==> src/rtl/mdio_tgt_pkg.sv <==
package mdio_tgt_pkg;
  // Frame walk of the target, one state per field.
  typedef enum logic [3:0] {
    ST_HUNT,   // waiting for the first preamble one
    ST_PRE,    // inside the run of ones
    ST_SOF,    // second start bit expected (must be 1)
    ST_OP,     // two opcode bits
    ST_PHY,    // PHY address field
    ST_REG,    // register address field
    ST_TA1,    // first turnaround bit
    ST_TA2,    // second turnaround bit
    ST_DATA    // sixteen data bits
  } fsm_t;

  localparam logic [1:0] OP_RD = 2'b10;
  localparam logic [1:0] OP_WR = 2'b01;
endpackage

==> src/rtl/mdio_tgt_rst_sync.sv <==
module mdio_tgt_rst_sync #(
  parameter int unsigned STAGES = 2
) (
  input  logic clk,
  input  logic arst_n,
  output logic rst_n_o
);
  logic [STAGES-1:0] pipe_q;

  always_ff @(posedge clk or negedge arst_n) begin
    if (!arst_n) pipe_q <= '0;
    else         pipe_q <= {pipe_q[STAGES-2:0], 1'b1};
  end

  assign rst_n_o = pipe_q[STAGES-1];
endmodule

==> src/rtl/mdio_tgt_ctrl.sv <==
module mdio_tgt_ctrl
  import mdio_tgt_pkg::*;
#(
  parameter int unsigned ADDR_W = 5,
  parameter int unsigned DATA_W = 16,
  localparam int unsigned CNT_W = $clog2(DATA_W)
) (
  input  logic             clk,
  input  logic             rst_n,
  input  logic             bit_i,
  output fsm_t             state_o,
  output logic             is_read_o,
  output logic             phy_last_o,
  output logic             reg_last_o,
  output logic             data_last_o
);
  localparam logic [CNT_W-1:0] ADDR_LAST = CNT_W'(ADDR_W - 1);
  localparam logic [CNT_W-1:0] DATA_LAST = CNT_W'(DATA_W - 1);

  fsm_t             state_q, state_d;
  logic [CNT_W-1:0] cnt_q, cnt_d;
  logic             op_hi_q, op_hi_d;
  logic             rd_q, rd_d;

  assign phy_last_o  = (state_q == ST_PHY)  && (cnt_q == ADDR_LAST);
  assign reg_last_o  = (state_q == ST_REG)  && (cnt_q == ADDR_LAST);
  assign data_last_o = (state_q == ST_DATA) && (cnt_q == DATA_LAST);

  always_comb begin
    state_d = state_q;
    cnt_d   = cnt_q;
    op_hi_d = op_hi_q;
    rd_d    = rd_q;
    case (state_q)
      ST_HUNT: if (bit_i) state_d = ST_PRE;
      ST_PRE:  if (!bit_i) state_d = ST_SOF;
      ST_SOF: begin
        cnt_d   = '0;
        state_d = bit_i ? ST_OP : ST_HUNT;
      end
      ST_OP: begin
        if (cnt_q == '0) begin
          op_hi_d = bit_i;
          cnt_d   = CNT_W'(1);
        end else begin
          cnt_d = '0;
          if ({op_hi_q, bit_i} == OP_RD) begin
            rd_d    = 1'b1;
            state_d = ST_PHY;
          end else if ({op_hi_q, bit_i} == OP_WR) begin
            rd_d    = 1'b0;
            state_d = ST_PHY;
          end else begin
            state_d = ST_HUNT;
          end
        end
      end
      ST_PHY: begin
        if (phy_last_o) begin
          cnt_d   = '0;
          state_d = ST_REG;
        end else begin
          cnt_d = cnt_q + CNT_W'(1);
        end
      end
      ST_REG: begin
        if (reg_last_o) begin
          cnt_d   = '0;
          state_d = ST_TA1;
        end else begin
          cnt_d = cnt_q + CNT_W'(1);
        end
      end
      ST_TA1: state_d = ST_TA2;
      ST_TA2: begin
        cnt_d   = '0;
        state_d = ST_DATA;
      end
      ST_DATA: begin
        if (data_last_o) begin
          cnt_d   = '0;
          state_d = ST_HUNT;
        end else begin
          cnt_d = cnt_q + CNT_W'(1);
        end
      end
      default: state_d = ST_HUNT;
    endcase
  end

  always_ff @(posedge clk or negedge rst_n) begin
    if (!rst_n) begin
      state_q <= ST_HUNT;
      cnt_q   <= '0;
      op_hi_q <= 1'b0;
      rd_q    <= 1'b0;
    end else begin
      state_q <= state_d;
      cnt_q   <= cnt_d;
      op_hi_q <= op_hi_d;
      rd_q    <= rd_d;
    end
  end

  assign state_o   = state_q;
  assign is_read_o = rd_q;
endmodule

==> src/rtl/mdio_tgt_datapath.sv <==
module mdio_tgt_datapath
  import mdio_tgt_pkg::*;
#(
  parameter int unsigned             ADDR_W   = 5,
  parameter int unsigned             DATA_W   = 16,
  parameter logic [ADDR_W-1:0]       PHY_ADDR = ADDR_W'(1)
) (
  input  logic              clk,
  input  logic              rst_n,
  input  logic              bit_i,
  input  fsm_t              state_i,
  input  logic              is_read_i,
  input  logic              phy_last_i,
  input  logic              reg_last_i,
  input  logic              data_last_i,
  input  logic [DATA_W-1:0] reg_rdata_i,
  input  logic              reg_valid_i,
  output logic              mdio_o,
  output logic              mdio_oe_o,
  output logic [ADDR_W-1:0] reg_addr_o,
  output logic              reg_rd_stb_o,
  output logic              reg_wr_stb_o,
  output logic [DATA_W-1:0] reg_wdata_o
);
  logic [DATA_W-1:0] sh_q, sh_d;
  logic [ADDR_W-1:0] addr_q, addr_d;
  logic              match_q, match_d;
  logic              wr_q, wr_d;
  logic [DATA_W-1:0] wdata_q, wdata_d;
  logic [ADDR_W-1:0] field_w;
  logic [DATA_W-1:0] shin_w;
  logic              commit_w;

  assign shin_w   = {sh_q[DATA_W-2:0], bit_i};
  assign field_w  = shin_w[ADDR_W-1:0];
  assign commit_w = data_last_i && !is_read_i;

  always_comb begin
    sh_d    = sh_q;
    addr_d  = addr_q;
    match_d = match_q;
    wdata_d = wdata_q;
    wr_d    = 1'b0;

    if (phy_last_i)
      match_d = (field_w == PHY_ADDR) || (field_w == '0);
    if (reg_last_i)
      addr_d = field_w;

    if ((state_i == ST_TA1) && is_read_i) begin
      sh_d = (match_q && reg_valid_i) ? reg_rdata_i : '1;
    end else if ((state_i == ST_DATA) && is_read_i) begin
      sh_d = {sh_q[DATA_W-2:0], 1'b0};
    end else if ((state_i == ST_PHY) || (state_i == ST_REG) ||
                 (state_i == ST_DATA)) begin
      sh_d = shin_w;
    end

    if (commit_w) begin
      wdata_d = shin_w;
      wr_d    = match_q && reg_valid_i;
    end
  end

  always_ff @(posedge clk or negedge rst_n) begin
    if (!rst_n) begin
      sh_q    <= '0;
      addr_q  <= '0;
      match_q <= 1'b0;
      wr_q    <= 1'b0;
      wdata_q <= '0;
    end else begin
      sh_q    <= sh_d;
      addr_q  <= addr_d;
      match_q <= match_d;
      wr_q    <= wr_d;
      wdata_q <= wdata_d;
    end
  end

  assign mdio_oe_o    = is_read_i && match_q &&
                        ((state_i == ST_TA2) || (state_i == ST_DATA));
  assign mdio_o       = mdio_oe_o && (state_i == ST_DATA) && sh_q[DATA_W-1];
  assign reg_rd_stb_o = (state_i == ST_TA1) && is_read_i && match_q;
  assign reg_addr_o   = addr_q;
  assign reg_wr_stb_o = wr_q;
  assign reg_wdata_o  = wdata_q;
endmodule

==> src/rtl/mdio_mgmt_target.sv <==
module mdio_mgmt_target
  import mdio_tgt_pkg::*;
#(
  parameter int unsigned       ADDR_W   = 5,
  parameter int unsigned       DATA_W   = 16,
  parameter logic [ADDR_W-1:0] PHY_ADDR = ADDR_W'(1)
) (
  input  logic              mdc,
  input  logic              rst_n,
  input  logic              mdio_i,
  output logic              mdio_o,
  output logic              mdio_oe,
  output logic [ADDR_W-1:0] reg_addr,
  output logic              reg_rd_stb,
  input  logic [DATA_W-1:0] reg_rdata,
  input  logic              reg_valid,
  output logic              reg_wr_stb,
  output logic [DATA_W-1:0] reg_wdata
);
  logic rst_n_s;
  fsm_t state_w;
  logic is_read_w, phy_last_w, reg_last_w, data_last_w;

  mdio_tgt_rst_sync #(.STAGES(2)) u_rst (
    .clk     (mdc),
    .arst_n  (rst_n),
    .rst_n_o (rst_n_s)
  );

  mdio_tgt_ctrl #(.ADDR_W(ADDR_W), .DATA_W(DATA_W)) u_ctrl (
    .clk         (mdc),
    .rst_n       (rst_n_s),
    .bit_i       (mdio_i),
    .state_o     (state_w),
    .is_read_o   (is_read_w),
    .phy_last_o  (phy_last_w),
    .reg_last_o  (reg_last_w),
    .data_last_o (data_last_w)
  );

  mdio_tgt_datapath #(.ADDR_W(ADDR_W), .DATA_W(DATA_W), .PHY_ADDR(PHY_ADDR)) u_dp (
    .clk          (mdc),
    .rst_n        (rst_n_s),
    .bit_i        (mdio_i),
    .state_i      (state_w),
    .is_read_i    (is_read_w),
    .phy_last_i   (phy_last_w),
    .reg_last_i   (reg_last_w),
    .data_last_i  (data_last_w),
    .reg_rdata_i  (reg_rdata),
    .reg_valid_i  (reg_valid),
    .mdio_o       (mdio_o),
    .mdio_oe_o    (mdio_oe),
    .reg_addr_o   (reg_addr),
    .reg_rd_stb_o (reg_rd_stb),
    .reg_wr_stb_o (reg_wr_stb),
    .reg_wdata_o  (reg_wdata)
  );
endmodule

==> config.mk <==
export PLATFORM = sky130hd
export DESIGN_NAME = mdio_mgmt_target
export DESIGN_NICKNAME = d
export VERILOG_FILES = /design/src/rtl/mdio_tgt_pkg.sv /design/src/rtl/mdio_tgt_rst_sync.sv /design/src/rtl/mdio_tgt_ctrl.sv /design/src/rtl/mdio_tgt_datapath.sv /design/src/rtl/mdio_mgmt_target.sv
export SDC_FILE = /design/constraint.sdc
export NUM_CORES = 1
export LEC_CHECK = 0
export ABC_CLOCK_PERIOD_IN_PS = 2200
export BUFFER_PORTS_ARGS = -buffer_cell sky130_fd_sc_hd__buf_4
export CORE_MARGIN = 2
export CORE_UTILIZATION = 36
export CTS_BUF_LIST = sky130_fd_sc_hd__clkbuf_4 sky130_fd_sc_hd__clkbuf_8 sky130_fd_sc_hd__clkbuf_16
export DETAILED_ROUTE_END_ITERATION = 8
export GPL_TIMING_DRIVEN = 0
export SYNTH_ARGS = -nofsm -noshare
export SYNTH_HDL_FRONTEND = slang
export SYNTH_SLANG_ARGS = --single-unit
==> constraint.sdc <==
create_clock -name mdc -period 2.2 [get_ports mdc]
set_input_delay 0.33 -clock mdc [delete_from_list [all_inputs] [get_ports mdc]]
set_output_delay 0.33 -clock mdc [all_outputs]
set_load 0.05 [all_outputs]
; Yosys cells after proc, flatten, opt, wreduce, memory -nomap -nowiden
; Index checks and enable logic that the tools add are counted.
[totals]
ff_bits = 51
[op_classes]
bitwise_logic = 1
n_eq_ne = 19
reduce_logical = 27
add_sub_neg = 1
n_mux = 22
[op_table]
columns = op, n
row1 = $mux W16, 4
row2 = $mux W4, 10
row3 = $pmux W4 S9, 1
row4 = $eq A4 B3 Y1 const B, 5
row5 = $pmux W4 S5, 1
row6 = $logic_and A1 B1 Y1, 12
row7 = $ne A2 B2 Y1 const B, 5
row8 = $eq A4 B2 Y1 const B, 2
row9 = $eq A4 B4 Y1 const B, 2
row10 = $logic_not A4 Y1, 2
row11 = $reduce_and A6 Y1, 1
row12 = $eq A5 B1 Y1 const B, 1
row13 = $logic_not A5 Y1, 1
row14 = $reduce_bool A5 Y1, 1
row15 = $add A4 B1 Y4 const B, 1
row16 = $eq A4 B1 Y1 const B, 1
row17 = $logic_or A1 B1 Y1, 4
row18 = $mux W1, 4
row19 = $mux W3, 1
row20 = $reduce_and A3 Y1, 1
row21 = $reduce_bool A3 Y1, 1
row22 = $eq A2 B1 Y1 const B, 1
row23 = $eq A2 B2 Y1 const B, 1
row24 = $mux W2, 1
row25 = other kinds (6), 6

; Logic depth before layout (Yosys ltp)
[depth]
word_depth = 6
ltp_mapped = 8

; Cells and area by module
; From an unflattened synthesis, not the netlist that was laid out.
[hier_totals]
hier_cells = 230
hier_area_um2 = 2650.0
[modules_own_cells]
columns = mod, cells_per_inst, area_each_um2, n_inst, seq_area_each_um2
row1 = mdio_tgt_datapath, 153, 1871.8, 1, 975.9
row2 = mdio_tgt_ctrl, 74, 724.4, 1, 250.2
row3 = mdio_tgt_rst_sync, 3, 53.8, 1, 50.0

; Least setup slack after synthesis
; No wires, ideal clock.
[synth_timing]
path_kind = reg-to-output
start = register u_ctrl.state_q[3] (netlist: u_ctrl.state_o[3])
end = output reg_rd_stb
n_path_buf = 4
path_stages_with_launch = 8
arrival_ns = 2.152
path_slack_ns = -0.282
path_cell_list = dfrtp_1 -> buf_4 -> nand2b_1 -> clkbuf_1 -> or3_1 -> clkbuf_1 -> clkbuf_1 -> nor2_1
[synth_via]
elab_chain_len = 3
[synth_lines]
columns = item, line
row1 = start: declaration, mdio_tgt_ctrl.sv:20  ; fsm_t state_q, state_d;
row2 = start signal: assignment, mdio_tgt_ctrl.sv:98  ; state_q <= state_d;
row3 = $eq A4 B3 Y1, mdio_tgt_datapath.sv:84  ; assign reg_rd_stb_o = (state_i == ST_TA1) && is_read_i && match_q;
row4 = $logic_and A1 B1 Y1 (2 in a row), mdio_tgt_datapath.sv:84
row5 = end: declaration, mdio_mgmt_target.sv:14  ; output logic reg_rd_stb,
; Every way passes these cells.

; Worst setup path in the final report
[layout_timing]
start = register u_ctrl.state_q[1] (netlist: u_ctrl.state_o[1])
end = output mdio_oe
[layout_via]
elab_chain_len = 3
word_cells_on_any_way = 4
cone_classes = eq/ne (2) / reduce/logical (2)
[layout_lines]
columns = item, line
row1 = $eq A4 B3 Y1 or $eq A4 B4 Y1 (tied branches), mdio_tgt_datapath.sv:82  ; ((state_i == ST_TA2) || (state_i == ST_DATA));
row2 = $logic_or A1 B1 Y1 *, mdio_tgt_datapath.sv:82
row3 = $logic_and A1 B1 Y1 *, mdio_tgt_datapath.sv:81  ; assign mdio_oe_o = is_read_i && match_q &&
row4 = end: declaration, mdio_mgmt_target.sv:12  ; output logic mdio_oe,
; Every way passes the cells marked *; elsewhere a longest branch is shown, timed or not.

==> qor.yml <==
grt:
  grt_antenna_before_repair: 0
  grt_pass1_vias: 1790
  grt_max_degree: 40
  grt_usage_pct: 15.1
  grt_pass1_wl_um: 8890
  overflow: 0
worst_setup_path:
  required_ns: 1.87
  crit_type: "reg2out"
  crit_slowest_cell: "or4b_4"
  end_kind: "primary output"
  cp.arrival_ns: 1.80
  r2r_slack_ns: 0.09
  rr_worst_depth: 4
  start_kind: "flop"
  cp_num_buf_inv: 1
  r2r_start: "u_ctrl.state_o[1]"
  worstPathCellList: "or4b_4 -> o21ai_0 -> and3_1 -> buf_6"
  crit_family: "simple AND/OR/NAND/NOR gates"
  crit_fanout: 7
  r2r_end: "u_dp.reg_wdata_o[13]"
  slowest_delay_ns: 0.58
floorplanning:
  die_w_um: 86.2
  start_util_pct: 37.9
  die_h_um: 86.2
  dieArea_um2: 7430
  io_pins: 45
  coreArea_um2: 6420
  placementRows: 29
yosys:
  synth_flop_cell: "dfrtp_1"
  syn-mean-instance-area_um2: 10.9
  synth_seq_cells: 51
  netlist_instances: 224
  yosysSeqAreaShare_pct: 52.5
  syn_nets: 247
  yosys_warnings: 0
  synth_cell_type_count: 41
  syn_area_um2: 2430
  synth-edff-count: 0
  synthArstFlopShare_pct: 100
sta:
  fin_ws_ns: 0.0733
  finalCritPeriodShare_pct: 96.7
  period_minus_slack_ns: 2.13
  finalHoldViolCount: 0
  slew_headroom_pct: 48.9
  rsz0062_at_grt: "true"
  setup_viol: 0
  max_freq_mhz: 470
  worst_pin_slew_ns: 0.761
  maxSlewViolCount: 0
  fin_setup_tns_ns: 0
  finalClockSkew_ns: 0.00703
layout:
  fin_nets: 304
  antenna_cells: 0
  final_layout_size_suffix_gt1_share_pct: 35.6
  area_growth_pct: 26.9
  layout_common_cells: "buf_4 (50), dfrtp_1 (49), nand2_1 (39), nor3_1 (19), a31oi_1 (16)"
  final_common_cell: "buf_4"
clocking:
  insertion_delay_ns: 0.30
  cts_tree: "done"
  path_clk_slew_ns: 0.09
  cts_root_buffer: "clkbuf_8"
  cts_sinks: 51
  cts.htree.levels: 2
  numCtsBuffers: 5
  clock_path_buffers: 2
power:
  power_density_nw_per_um2: 1020
  p_leak_nw: 1.44
  p_total_mw: 3.16
  peakVddDrop_v: 0.000506
placed_design:
  routabilityCongestion: 0.804
  dp.final_hpwl_um: 3660
  place_ws_ns: -0.168
  io_buffers: 44
route:
  drc: 0
  vias_per_cell: 5.19
  wl_per_cell_um: 14.7
  via_count: 1859
  wl_um: 5250
  drtIter0Drc: 91
  postRouteAntennaNets: 0
  first_pass_iters: 4
flow_run:
  maxCapViolations: 0
worst_hold_path:
  hold_class: "reg2async"
outcome:
  status: "complete, no violations"
## kinds of logic after synthesis
group	share of synthesized area (%)
other cells	0.154
simple gates	17.7
compound gates	10.2
xor+xnor	0.360
flops	52.5
fa+ha+maj	1.54
buf+inv	4.58
mux	13.0
## per-layer routing
metal	part of all wire (%)	vias up	wire length (µm)	global-route usage, %
li1	-	913	-	-
met1	50	895	2610	22.5
met3	5.2	5	275	3.62
met4	0.80	0	42	3.84
met5	0	-	0	0
met2	44	46	2320	22.1
## flip-flops by register name, summed over array words and instances (netlist names), 2 cells and up
signal	count
u_dp.sh_q	16
u_dp.reg_addr_o	5
u_ctrl.state_o	4
u_rst.pipe_q	2
u_dp.reg_wdata_o	16
u_ctrl.cnt_q	4
## synth_stat cells, types with 3 or more instances
master	instances	area share [%]
mux2_2	13	6.0
clkbuf_1	10	1.5
a31oi_1	16	4.1
nor2_1	9	1.4
a22o_1	4	1.4
nand2_1	39	6.0
dfrtp_1	51	52
ha_1	3	1.5
nor3_1	19	3.9
o21ai_0	4	0.82
nand3_1	3	0.62
inv_1	5	0.77
nor4_1	3	0.77
mux2_4	10	6.2
## stage by stage
stage               utilization (%)  hold WS, ns  std cells  cell area [µm²]
global placement               44.6        0.113        345             2870
global route                   48.0        0.163        358             3090
CTS                            47.6        0.153        356             3060
floorplan                         -       0.0344        224             2440
detailed placement             44.9        0.114        346             2890
finish                         48.0        0.136        358             3090
## final cells by class
cell class                 instances  area (µm²)
buffer                            12        86.3
clock buffer                       5        68.8
clock inverter                     2        37.5
fill                             618        3340
inverter                           5        18.8
multi-input combinational        153        1070
sequential                        51        1280
tap                               77        96.3
timing repair buffer              53         424
## worst register-to-register path: stages (launching register included)
cell and delay [ns]:
dfrtp_2 0.46, or4b_4 0.58, nor3_4 0.43, buf_12 0.22
mux2_4 0.31
## power by group
part           internal (mW)  switching [mW]  leakage [nW]  total, mW
Clock                  0.333           0.303        0.0502      0.635
Sequential              1.17           0.225         0.666       1.40
Combinational          0.505           0.616         0.720       1.12
## how the worst max path moves through the flow
stage / slack (ns) / cells past startpoint / start / to
after floorplan: 0.07 / 7 / u_ctrl.state_o[3] / reg_rd_stb
after CTS: 0.002 / 5 / u_ctrl.state_o[1] / mdio_oe
after global routing: -0.002 / 5 / u_ctrl.state_o[2] / mdio_oe
after detailed placement: -0.17 / 8 / u_ctrl.state_o[3] / reg_rd_stb
after global placement: -0.16 / 8 / u_ctrl.state_o[3] / reg_rd_stb
final: 0.07 / 4 / u_ctrl.state_o[1] / mdio_oe
## what timing repair did
| item | 4_1_cts | 5_1_grt |
|---|---|---|
| resized for setup | 10 | 5 |
| pin swaps | 3 | 1 |
| endpoints found under the setup margin | 12 | 21 |
| hold buffers | 1 | 0 |
| hold endpoints to repair | 2 | 0 |
| buffers inserted | 4 | 3 |
Power figures use the tool's default switching activity.
